[src/rtl/usb_txbuf_pkg.sv]
package usb_txbuf_pkg;
  localparam int NBUF  = 2;
  localparam int CSR_W = 5;
  // status/command bit positions
  localparam int B_ARM   = 0;
  localparam int B_HAS   = 1;
  localparam int B_FLUSH = 2;
  localparam int B_OVR   = 3;
  localparam int B_DPEND = 4;
endpackage

[src/rtl/usb_txbuf_bank.sv]
module usb_txbuf_bank #(
  parameter int DEPTH = 64,
  parameter int DW    = 8,
  localparam int PW   = $clog2(DEPTH + 1),
  localparam int AW   = $clog2(DEPTH)
) (
  input  logic          clk_i,
  input  logic          rst_ni,
  input  logic          ld_i,
  input  logic [DW-1:0] ld_data_i,
  input  logic          arm_i,
  input  logic          clr_i,
  input  logic          rd_i,
  input  logic          rewind_i,
  output logic [PW-1:0] cnt_o,
  output logic          busy_o,
  output logic          done_o,
  output logic          last_o,
  output logic [DW-1:0] rd_data_o
);
  logic [DW-1:0] mem [DEPTH];
  logic [PW-1:0] wptr, rptr;
  logic          busy;
  logic          full;

  assign full = (wptr == PW'(DEPTH));

  always_ff @(posedge clk_i) begin
    if (ld_i && !busy && !full && !clr_i) mem[wptr[AW-1:0]] <= ld_data_i;
  end

  always_ff @(posedge clk_i or negedge rst_ni) begin
    if (!rst_ni) begin
      wptr <= '0;
      rptr <= '0;
      busy <= 1'b0;
    end else if (clr_i) begin
      wptr <= '0;
      rptr <= '0;
      busy <= 1'b0;
    end else begin
      if (ld_i && !busy && !full) wptr <= wptr + PW'(1);
      if (rewind_i) rptr <= '0;
      else if (rd_i && busy && rptr != wptr) rptr <= rptr + PW'(1);
      if (arm_i && !busy && wptr != '0) busy <= 1'b1;
    end
  end

  assign cnt_o     = wptr;
  assign busy_o    = busy;
  assign done_o    = busy && (rptr == wptr);
  assign last_o    = busy && ((rptr + PW'(1)) == wptr);
  assign rd_data_o = mem[rptr[AW-1:0]];

  AST_WPTR_BOUND: assert property (@(posedge clk_i) disable iff (!rst_ni)
    wptr <= PW'(DEPTH));
  AST_RPTR_LE_WPTR: assert property (@(posedge clk_i) disable iff (!rst_ni)
    rptr <= wptr);
  AST_BUSY_HAS_DATA: assert property (@(posedge clk_i) disable iff (!rst_ni)
    busy |-> wptr != '0);
endmodule

[src/rtl/usb_txbuf_csr.sv]
module usb_txbuf_csr
  import usb_txbuf_pkg::*;
(
  input  logic             clk_i,
  input  logic             rst_ni,
  input  logic             csr_wr_i,
  input  logic [CSR_W-1:0] csr_wdata_i,
  input  logic             has_data_i,
  input  logic             ovf_evt_i,
  input  logic             dpend_set_i,
  input  logic             dpend_clr_i,
  output logic             arm_o,
  output logic             flush_o,
  output logic             dpend_o,
  output logic [CSR_W-1:0] csr_rdata_o
);
  logic flush_q, ovr_q, dpend_q, ovr_clr;

  assign arm_o   = csr_wr_i && csr_wdata_i[B_ARM];
  assign flush_o = csr_wr_i && csr_wdata_i[B_FLUSH];
  assign ovr_clr = csr_wr_i && csr_wdata_i[B_OVR];

  always_ff @(posedge clk_i or negedge rst_ni) begin
    if (!rst_ni) begin
      flush_q <= 1'b0;
      ovr_q   <= 1'b0;
      dpend_q <= 1'b0;
    end else begin
      flush_q <= flush_o;
      if (ovf_evt_i)    ovr_q <= 1'b1;
      else if (ovr_clr) ovr_q <= 1'b0;
      if (dpend_set_i)      dpend_q <= 1'b1;
      else if (dpend_clr_i) dpend_q <= 1'b0;
    end
  end

  assign dpend_o = dpend_q;

  always_comb begin
    csr_rdata_o          = '0;
    csr_rdata_o[B_HAS]   = has_data_i;
    csr_rdata_o[B_FLUSH] = flush_q;
    csr_rdata_o[B_OVR]   = ovr_q;
    csr_rdata_o[B_DPEND] = dpend_q;
  end

  AST_FLUSH_READBACK: assert property (@(posedge clk_i) disable iff (!rst_ni)
    flush_o |=> csr_rdata_o[B_FLUSH]);
  AST_OVR_STICKY: assert property (@(posedge clk_i) disable iff (!rst_ni)
    ovf_evt_i |=> csr_rdata_o[B_OVR]);
  AST_DPEND_LATCH: assert property (@(posedge clk_i) disable iff (!rst_ni)
    dpend_set_i |=> csr_rdata_o[B_DPEND]);
endmodule

[src/rtl/usb_txbuf_ctrl.sv]
module usb_txbuf_ctrl
  import usb_txbuf_pkg::*;
#(
  parameter int DEPTH = 64,
  localparam int PW   = $clog2(DEPTH + 1)
) (
  input  logic                     clk_i,
  input  logic                     rst_ni,
  input  logic                     dbl_i,
  input  logic                     ld_i,
  input  logic                     arm_i,
  input  logic                     flush_i,
  input  logic                     dpend_i,
  input  logic                     ack_i,
  input  logic                     tmo_i,
  input  logic                     rd_i,
  input  logic [NBUF-1:0][PW-1:0]  cnt_i,
  input  logic [NBUF-1:0]          busy_i,
  input  logic [NBUF-1:0]          done_i,
  output logic [NBUF-1:0]          ld_o,
  output logic [NBUF-1:0]          arm_o,
  output logic [NBUF-1:0]          clr_o,
  output logic [NBUF-1:0]          rd_o,
  output logic [NBUF-1:0]          rew_o,
  output logic                     tx_sel_o,
  output logic                     has_data_o,
  output logic                     ovf_evt_o,
  output logic                     dpend_set_o,
  output logic                     dpend_clr_o
);
  logic sw_sel, tx_sel, acc_sel;
  logic sw_busy, sw_full, sw_empty;
  logic flush_hit, tx_ok, ack_ok, tmo_ok, arm_ok, hand, drop, ld_ok, tx_adv;

  // focus: oldest occupied buffer, else the load buffer
  assign acc_sel    = (cnt_i[tx_sel] != '0) ? tx_sel : sw_sel;
  assign has_data_o = (cnt_i[acc_sel] != '0);

  assign sw_busy  = busy_i[sw_sel];
  assign sw_full  = (cnt_i[sw_sel] == PW'(DEPTH));
  assign sw_empty = (cnt_i[sw_sel] == '0);

  assign flush_hit   = flush_i && has_data_o;
  assign dpend_set_o = flush_i && !has_data_o;

  assign tx_ok  = busy_i[tx_sel] && done_i[tx_sel];
  assign ack_ok = ack_i && tx_ok && !flush_hit;
  assign tmo_ok = tmo_i && !ack_i && tx_ok && !flush_hit;

  assign arm_ok = arm_i && !sw_busy && !sw_empty && !(flush_hit && acc_sel == sw_sel);
  assign drop   = arm_ok && dpend_i;
  assign hand   = arm_ok && !dpend_i;
  assign dpend_clr_o = drop;

  assign ld_ok     = ld_i && !sw_busy && !sw_full;
  assign ovf_evt_o = ld_i && !ld_ok;

  assign tx_adv = ack_ok || (flush_hit && busy_i[tx_sel]);

  for (genvar b = 0; b < NBUF; b++) begin : g_route
    assign ld_o[b]  = ld_ok && (sw_sel == 1'(b));
    assign arm_o[b] = hand && (sw_sel == 1'(b));
    assign clr_o[b] = (flush_hit && acc_sel == 1'(b)) ||
                      (ack_ok && tx_sel == 1'(b)) ||
                      (drop && sw_sel == 1'(b));
    assign rd_o[b]  = rd_i && (tx_sel == 1'(b));
    assign rew_o[b] = tmo_ok && (tx_sel == 1'(b));
  end

  always_ff @(posedge clk_i or negedge rst_ni) begin
    if (!rst_ni) begin
      sw_sel <= 1'b0;
      tx_sel <= 1'b0;
    end else if (!dbl_i) begin
      sw_sel <= 1'b0;
      tx_sel <= 1'b0;
    end else begin
      if (hand)   sw_sel <= ~sw_sel;
      if (tx_adv) tx_sel <= ~tx_sel;
    end
  end

  assign tx_sel_o = tx_sel;

  AST_SEL_ALIGN: assert property (@(posedge clk_i) disable iff (!rst_ni)
    !busy_i[tx_sel] |-> tx_sel == sw_sel);
  AST_HAS_HOLD: assert property (@(posedge clk_i) disable iff (!rst_ni)
    (!dbl_i && has_data_o && !ack_i && !flush_i && !arm_i) |=> has_data_o);
  AST_ACK_RELEASE: assert property (@(posedge clk_i) disable iff (!rst_ni)
    (!dbl_i && ack_ok) |=> !busy_i[0]);
endmodule

[src/rtl/usb_tx_pktbuf.sv]
module usb_tx_pktbuf
  import usb_txbuf_pkg::*;
#(
  parameter int DEPTH = 64,
  parameter int DW    = 8
) (
  input  logic             clk_i,
  input  logic             rst_ni,
  input  logic             dbl_mode_i,
  input  logic             ld_valid_i,
  input  logic [DW-1:0]    ld_data_i,
  input  logic             csr_wr_i,
  input  logic [CSR_W-1:0] csr_wdata_i,
  output logic [CSR_W-1:0] csr_rdata_o,
  output logic             tx_valid_o,
  output logic [DW-1:0]    tx_data_o,
  output logic             tx_last_o,
  input  logic             tx_rd_i,
  input  logic             tx_ack_i,
  input  logic             tx_timeout_i
);
  localparam int PW = $clog2(DEPTH + 1);

  logic [NBUF-1:0]         b_ld, b_arm, b_clr, b_rd, b_rew, b_busy, b_done, b_last;
  logic [NBUF-1:0][PW-1:0] b_cnt;
  logic [NBUF-1:0][DW-1:0] b_dat;
  logic tx_sel, has_data, ovf_evt, dpend_set, dpend_clr, dpend;
  logic arm_cmd, flush_cmd;

  for (genvar g = 0; g < NBUF; g++) begin : g_bank
    usb_txbuf_bank #(.DEPTH(DEPTH), .DW(DW)) u_bank (
      .clk_i     (clk_i),
      .rst_ni    (rst_ni),
      .ld_i      (b_ld[g]),
      .ld_data_i (ld_data_i),
      .arm_i     (b_arm[g]),
      .clr_i     (b_clr[g]),
      .rd_i      (b_rd[g]),
      .rewind_i  (b_rew[g]),
      .cnt_o     (b_cnt[g]),
      .busy_o    (b_busy[g]),
      .done_o    (b_done[g]),
      .last_o    (b_last[g]),
      .rd_data_o (b_dat[g])
    );
  end

  usb_txbuf_csr u_csr (
    .clk_i       (clk_i),
    .rst_ni      (rst_ni),
    .csr_wr_i    (csr_wr_i),
    .csr_wdata_i (csr_wdata_i),
    .has_data_i  (has_data),
    .ovf_evt_i   (ovf_evt),
    .dpend_set_i (dpend_set),
    .dpend_clr_i (dpend_clr),
    .arm_o       (arm_cmd),
    .flush_o     (flush_cmd),
    .dpend_o     (dpend),
    .csr_rdata_o (csr_rdata_o)
  );

  usb_txbuf_ctrl #(.DEPTH(DEPTH)) u_ctrl (
    .clk_i       (clk_i),
    .rst_ni      (rst_ni),
    .dbl_i       (dbl_mode_i),
    .ld_i        (ld_valid_i),
    .arm_i       (arm_cmd),
    .flush_i     (flush_cmd),
    .dpend_i     (dpend),
    .ack_i       (tx_ack_i),
    .tmo_i       (tx_timeout_i),
    .rd_i        (tx_rd_i),
    .cnt_i       (b_cnt),
    .busy_i      (b_busy),
    .done_i      (b_done),
    .ld_o        (b_ld),
    .arm_o       (b_arm),
    .clr_o       (b_clr),
    .rd_o        (b_rd),
    .rew_o       (b_rew),
    .tx_sel_o    (tx_sel),
    .has_data_o  (has_data),
    .ovf_evt_o   (ovf_evt),
    .dpend_set_o (dpend_set),
    .dpend_clr_o (dpend_clr)
  );

  assign tx_valid_o = b_busy[tx_sel] && !b_done[tx_sel];
  assign tx_data_o  = b_dat[tx_sel];
  assign tx_last_o  = tx_valid_o && b_last[tx_sel];

  AST_TXV_HAS_DATA: assert property (@(posedge clk_i) disable iff (!rst_ni)
    tx_valid_o |-> csr_rdata_o[B_HAS]);
endmodule

[config.mk]
export PLATFORM = sky130hd
export DESIGN_NAME = usb_tx_pktbuf
export DESIGN_NICKNAME = d
export VERILOG_FILES = /design/src/rtl/usb_txbuf_pkg.sv /design/src/rtl/usb_txbuf_bank.sv /design/src/rtl/usb_txbuf_csr.sv /design/src/rtl/usb_txbuf_ctrl.sv /design/src/rtl/usb_tx_pktbuf.sv
export SDC_FILE = /design/constraint.sdc
export NUM_CORES = 1
export LEC_CHECK = 0
export BUFFER_PORTS_ARGS = -buffer_cell sky130_fd_sc_hd__buf_4
export CELL_PAD_IN_SITES_DETAIL_PLACEMENT = 0
export CELL_PAD_IN_SITES_GLOBAL_PLACEMENT = 2
export CORE_UTILIZATION = 50
export DETAILED_ROUTE_END_ITERATION = 16
export GPL_ROUTABILITY_DRIVEN = 0
export GPL_TIMING_DRIVEN = 0
export PLACE_DENSITY_LB_ADDON = 0.1
export SLEW_MARGIN = 40
export SYNTH_ARGS = -nofsm -noshare
export SYNTH_HDL_FRONTEND = slang
export SYNTH_HIERARCHICAL = 1
export SYNTH_SLANG_ARGS = --single-unit
[constraint.sdc]
create_clock -name clk_i -period 4.4 [get_ports clk_i]
set_input_delay 0.66 -clock clk_i [delete_from_list [all_inputs] [get_ports clk_i]]
set_output_delay 0.66 -clock clk_i [all_outputs]
set_load 0.02 [all_outputs]
==> results of run 1 <==
## cell families (layout without fill, tap and decap cells)
logic type                 after synthesis  after routing  share of synthesized area
other                                    1              1                 0.00008796
adders and majority gates                6              6                   0.001761
buffers and inverters                  146            387                    0.01893
AOI/OAI and AO/OA                      213            213                    0.03478
xor gates and xnor gates                42             42                   0.008628
muxes                                  333            333                     0.1495
and+or+nand+nor                        395            395                    0.04452
DFF                                   1059           1059                     0.7418
## metrics by stage
stage	total power (W)	setup WS, ns
6_report	0.02423	0.05575
4_1_cts	0.02432	-0.02960
3_3_place_gp	0.01485	-0.7592
5_1_grt	0.02497	-0.03854
2_1_floorplan	0.01367	1.041
3_5_place_dp	0.01489	-0.5981
## power breakdown
| group | total, W | leakage, nW | internal [W] | switching [W] |
|---|---|---|---|---|
| Sequential | 0.0113 | 9.67 | 0.0112 | 0.000121 |
| Clock | 0.00941 | 1.80 | 0.00562 | 0.00380 |
| Combinational | 0.00349 | 3.43 | 0.00142 | 0.00208 |
## what timing repair did
item	4_1_cts	5_1_grt
endpoints found under the setup margin	953	950
resized for setup	81	86
endpoints found under the hold margin	35	0
hold buffers	1	0
pin swaps	0	2
cloned	0	0
setup buffers	0	1
## worst max path at each step
stage / cells past startpoint / to / slack (ns)
6_report: 10 / tx_data_o[7] / 0.06
5_1_grt: 9 / tx_data_o[5] / -0.04
4_1_cts: 13 / g_bank[0].u_bank/mem[57][1]$_DFFE_PP_ / -0.03
3_5_place_dp: 13 / g_bank[1].u_bank/mem[5][4]$_DFFE_PP_ / -0.60
3_3_place_gp: 13 / g_bank[1].u_bank/mem[57][4]$_DFFE_PP_ / -0.76
2_1_floorplan: 13 / g_bank[1].u_bank/mem[57][0]$_DFFE_PP_ / 1.04
## placed cells by master (no fill, tap or decap), types with 30 or more instances in the layout
cell type and count:
edfxtp_1 1024, mux4_2 240, nor2_1 119, clkbuf_16 110
mux2i_1 79, nor2_2 56, buf_4 54, clkbuf_1 47
o22ai_1 42, nor2_4 41, a21oi_1 38, o221ai_1 37
dfrtp_1 33, o21ai_0 31, nand2_1 30
## state kept, by name, indices dropped and copies added (netlist names)
signal / cells
u_ctrl/tx_sel_o: 1
u_csr/flush_q: 1
g_bank.u_bank/mem: 1024
g_bank.u_bank/busy_o: 2
g_bank.u_bank/cnt_o: 14
g_bank.u_bank/rptr: 14
u_csr/dpend_o: 1
u_ctrl/sw_sel: 1
u_csr/ovr_q: 1
## cell type report
| cell class | count | area, sq um | share of cell area |
|---|---|---|---|
| buffer | 127 | 785.8 | 0.01605 |
| clock buffer | 130 | 2898 | 0.05921 |
| clock inverter | 69 | 788.3 | 0.01611 |
| inverter | 18 | 67.56 | 0.001380 |
| multi-input combinational | 990 | 10800 | 0.2206 |
| sequential | 1059 | 31630 | 0.6462 |
| tap | 1134 | 1419 | 0.02899 |
| timing repair buffer | 43 | 561.8 | 0.01148 |
## worst reg2reg max path: cells and delay by family (launching register included)
| kind | cells | cell delay (ns) |
|---|---|---|
| AND/OR/NAND/NOR | 7 | 2.26 |
| multiplexers | 1 | 0.16 |
| flip-flops | 1 | 0.32 |
| AO/OA/AOI/OAI | 2 | 0.29 |
| buffers and inverters | 1 | 0.41 |
| XOR/XNOR | 1 | 0.40 |
## routing by layer
layer  routed length, um  up-vias  part of all wire  track usage
met5                   0        -                 0            0
met4                2090        0             0.020      0.05424
met3                7499      151             0.071      0.03890
met2               47780      881              0.45       0.3663
met1               48270    11674              0.46       0.3938
li1                    -     9284                 -            -
==> impl_metrics.tcl, run 1 <==
set metrics [dict create \
    ios 36 \
    ys_ff_latch 1059 \
    clkTransAtPathRegs_ns 0.06 \
    final_cells 3570 \
    max_cap_violations 0 \
    dp_cells 3362 \
    cts_root_buf "clkbuf_16" \
    chipWidth_um 294.0 \
    tns_ns 0 \
    crit_chain "buf_4 > clkbuf_4 > buf_4 > mux4_2 > o22ai_1 > a211oi_1 > o21ai_0 > a21oi_1 > mux2_4 > buf_4" \
    clockBufferDepth 3 \
    whs_ns 0.2793 \
    leakage_nw 14.91 \
    dieArea_sq_mm 0.08644 \
    rrSetupSlack_ns 0.21 \
    area_growth_pct 14.80 \
    die_height_um 294.0 \
    synth.distinct_cells 67 \
    grt_usage 0.2490 \
    synth_common_cells "edfxtp_1, mux4_2, nor2_1, mux2i_1, clkbuf_1" \
    synth.avg_cell_area_sq_um 19.42 \
    overflow 0 \
    clk_latency_ns 0.67 \
    grt_pass1_vias 21788 \
    cts_tree "built" \
    synth_area_leaders "edfxtp_1, mux4_2, dfrtp_1" \
    end_kind "output port" \
    critical_path_arrival_ns 3.68 \
    fin_crit_sh 0.9873 \
    synthArstFlopShare 0.03305 \
    cp-startpoint "g_bank[0].u_bank/rptr[1]$_DFFE_PN0P_" \
    slew_viol_final 0 \
    via_per_inst 6.160 \
    syn_area_sq_mm 0.04263 \
    portBuffers 32 \
    hold_path.class "input port to flip-flop" \
    vias 21990 \
    drt_wl_total_um 105600 \
    path_delay_family "compound AO/OA/AOI/OAI gates" \
    crit_buf_inv 4 \
    worst_path_most_repeated_cell "buf_4" \
    synth_top_cell_by_area "edfxtp_1" \
    fillers 6177 \
    route.detailed.drc 0 \
    required_ns 3.74 \
    grt_antenna_before_repair 0 \
    fin_area_sq_mm 0.04894 \
    antenna_cells 0 \
    holdPathStages 2 \
    outcome "finished clean" \
    ys_warn_count 6 \
    rr_startpoint "g_bank[0].u_bank/rptr[4]$_DFFE_PN0P_" \
    rows 106 \
    dp_hpwl_um 67240 \
    max-slew-margin-rel 0.3638 \
    clkSinkCount 1059 \
    clock_skew_ns 0.01895 \
    hold_viol 0 \
    grt_pass1_wl_um 153000 \
    finalSetupViolations 0 \
    coreArea_sq_mm 0.08395 \
    rsz0062_at_grt "yes" \
    cts_buffers 107 \
    worst_pin_slew_ns 0.9520 \
    fmax_mhz 230.2 \
    synth_nets 2222 \
    nets 2373 \
    placed_area_sq_mm 0.04439 \
    worstPathMaxFanout 10 \
    synthFlopType "edfxtp_1" \
    synthDominantCellAreaShare 0.7213 \
    htreeDepth 3 \
    cpMaxStageDelayCell "a211oi_1" \
    post-synth-top-count-cell "edfxtp_1" \
    cp-start-kind "flip-flop" \
    max_stage_delay_ns 0.56 \
    path_class "flip-flop to output port" \
    r2r_end "g_bank[0].u_bank/mem[42][4]$_DFFE_PP_" \
    power_density_mw_per_mm2 495.0 \
    start_util 0.5078 \
    avgRoutedWirePerCell_um 29.59 \
    drive_gt1_frac 0.2869 \
    synth_seq_area_share 0.7418 \
    grt_max_degree 129 \
    antenna_left 0 \
    netlist_instances 2195 \
    r2r_cells 12 \
    synth_edf_count 1024 \
    hold_end "u_csr/flush_q$_DFF_PN0_" \
    ir_drop_mv 0.3864 \
    dr.pass1.iters 7 \
    min_period_ns 4.344 \
    min_from "csr_wdata_i[2]" \
    drtIter0Drc 2285 \
    fin_util 0.5830 \
]
(Power assumes the default switching activity.)
==> inputs of run 2 (changes only) <==
- CORE_UTILIZATION: 50 -> 49
- SYNTH_HIERARCHICAL: 1 -> unset
==> run 2 against run 1 <==
  * The flow now finishes with violations (negative setup slack)
  * Worst setup slack worse by 0.068 ns
  * Via count rose by 13%
  * Cell area is 4.9% higher
  * Highest routed layer unchanged
==> impl_metrics.tcl, run 2 <==
set metrics [dict create \
    max_cap_violations 0 \
    worstPathMaxFanout 10 \
    setup_ws_ns -0.01220 \
    fmax_mhz 226.6 \
    rr_startpoint "g_bank[0].u_bank.cnt_o[2]$_DFFE_PN0P_" \
    antenna_cells 0 \
    chipWidth_um 299.0 \
    crit_path_end "tx_data_o[3]" \
    nets 2736 \
    layout_common_cells "edfxtp_1, buf_2, mux4_2" \
    violations "negative setup slack" \
    dp_cells 3748 \
    slew_viol_final 0 \
    dr.pass1.iters 5 \
    r2r_end "g_bank[0].u_bank.mem[29][3]$_DFFE_PP_" \
    holdPathStages 2 \
    portBuffers 32 \
    grt_pass1_vias 25104 \
    synth_area_leaders "edfxtp_1, mux4_2, mux2i_1" \
    die_height_um 299.0 \
    synth_nets 2388 \
    cp-startpoint "g_bank[1].u_bank.rptr[1]$_DFFE_PN0P_" \
    cpMaxStageDelayCell "o31a_1" \
    clkTransAtPathRegs_ns 0.06 \
    clk_latency_ns 0.70 \
    whs_ns 0.2645 \
    synth_edf_count 1024 \
    grt_max_degree 129 \
    coreArea_sq_mm 0.08702 \
    post-synth-top-count-cell "edfxtp_1" \
    grt_pass1_wl_um 182500 \
    outcome "finished with violations" \
    ios 36 \
    ys_warn_count 0 \
    path_depth 9 \
    rrSetupSlack_ns 0.49 \
    drive_gt1_frac 0.3344 \
    crit_buf_inv 4 \
    route.detailed.drc 0 \
    cp-start-kind "flip-flop" \
    cts_buffers 109 \
    crit_chain "buf_4 > buf_2 > clkbuf_4 > mux2i_1 > o32ai_1 > o21ai_2 > nand4_1 > o31a_1 > buf_4" \
    dieArea_sq_mm 0.08937 \
    power_density_mw_per_mm2 467.9 \
    max-slew-margin-rel 0.3811 \
    synthArstFlopShare 0.03305 \
    via_per_inst 6.252 \
    leakage_nw 16.25 \
    vias 24739 \
    grt_antenna_before_repair 1 \
    htreeDepth 3 \
    ir_drop_mv 0.3774 \
    clockBufferDepth 3 \
    fin_total_pwr_w 0.02402 \
    synthDominantCellAreaShare 0.7117 \
    r2r_cells 11 \
    min_period_ns 4.412 \
    area_growth_pct 18.83 \
    synth_common_cells "edfxtp_1, mux4_2, mux2i_1, nor4_1, nor2_1" \
    clkSinkCount 1059 \
    critical_path_arrival_ns 3.75 \
    synth_seq_area_share 0.7319 \
    overflow 0 \
    placed_area_sq_mm 0.04688 \
    end_kind "output port" \
    drt_wl_total_um 128100 \
    path_class "flip-flop to output port" \
    ys_ff_latch 1059 \
    avgRoutedWirePerCell_um 32.38 \
    rows 108 \
    fin_crit_sh 1.003 \
    synthFlopType "edfxtp_1" \
    dp_hpwl_um 87220 \
    dp_slack_ns -0.4559 \
    largest_reg_flops 1024 \
    syn_area_sq_mm 0.04321 \
    start_util 0.4965 \
    fin_area_sq_mm 0.05134 \
    synth.avg_cell_area_sq_um 18.30 \
    worst_path_most_repeated_cell "buf_4" \
    clock_skew_ns 0.03031 \
    hold_viol 0 \
    synth.distinct_cells 73 \
    synth_top_cell_by_area "edfxtp_1" \
    grt_usage 0.2904 \
    worst_pin_slew_ns 0.9257 \
    cts_tree "built" \
    netlist_instances 2361 \
    drtIter0Drc 2582 \
    hold_path.class "input port to flip-flop" \
    final_cells 3957 \
    finalSetupViolations 2 \
    max_stage_delay_ns 0.46 \
    cts_root_buf "clkbuf_16" \
    antenna_left 0 \
    required_ns 3.74 \
    final_common_cell "edfxtp_1" \
    path_delay_family "buffers and inverters" \
]
==> run 2: per-layer routing <==
layer | vias up | GRT usage | wire length, um
met5 | - | 0 | 0
met4 | 0 | 0.1283 | 6293
met3 | 284 | 0.04718 | 8959
met2 | 1087 | 0.4857 | 63610
met1 | 12928 | 0.3763 | 49250
li1 | 10440 | - | -
==> run 2: logic make-up after synthesis <==
family	synth area share
other	0.00008679
XOR/XNOR	0.008717
AO/OA/AOI/OAI	0.04164
AND/OR/NAND/NOR	0.05968
multiplexers	0.1362
buffers and inverters	0.02004
adder cells (fa/ha/maj)	0.001737
flip-flops	0.7319
==> run 2: final cells by class <==
class                      count  area [sq um]
inverter                      14         53.80
buffer                       168          1209
fill                        6590         35680
clock inverter                75         775.7
timing repair buffer         241          1570
clock buffer                 129          2875
sequential                  1059         31630
tap                         1155          1445
multi-input combinational   1116         11790
==> run 2: metrics by stage <==
step                        util  setup TNS [ns]
after floorplan                -               0
after global placement    0.5159         -230.70
after detailed placement  0.5387          -3.155
after CTS                 0.5868       -0.008666
after global routing      0.5900      -0.0001767
final                     0.5900        -0.02352
==> run 2: how the worst min path moves through the flow <==
stage,to,startpoint,slack [ns]
after floorplan,g_bank[0].u_bank.busy_o$_DFFE_PN0P_,rst_ni,0.36
after global placement,u_csr.ovr_q$_DFFE_PN0P_,u_csr.ovr_q$_DFFE_PN0P_,0.49
after detailed placement,u_csr.ovr_q$_DFFE_PN0P_,u_csr.ovr_q$_DFFE_PN0P_,0.51
after CTS,u_csr.ovr_q$_DFFE_PN0P_,ld_valid_i,0.23
after global routing,u_csr.ovr_q$_DFFE_PN0P_,ld_valid_i,0.26
final,u_csr.ovr_q$_DFFE_PN0P_,ld_valid_i,0.26
==> run 2: repair_timing <==
| action | in CTS | in global routing |
|---|---|---|
| pin swaps | 10 | 5 |
| hold buffers | 1 | 0 |
| resized for setup | 170 | 18 |
| setup buffers | 0 | 0 |
| setup endpoints to repair | 9 | 8 |
| endpoints found under the hold margin | 35 | 0 |
==> run 2: power breakdown <==
group	switching, W	internal, W
clock	0.00390	0.00549
combinational	0.00228	0.00111
sequential	0.0000561	0.0112
total	0.00623	0.0178
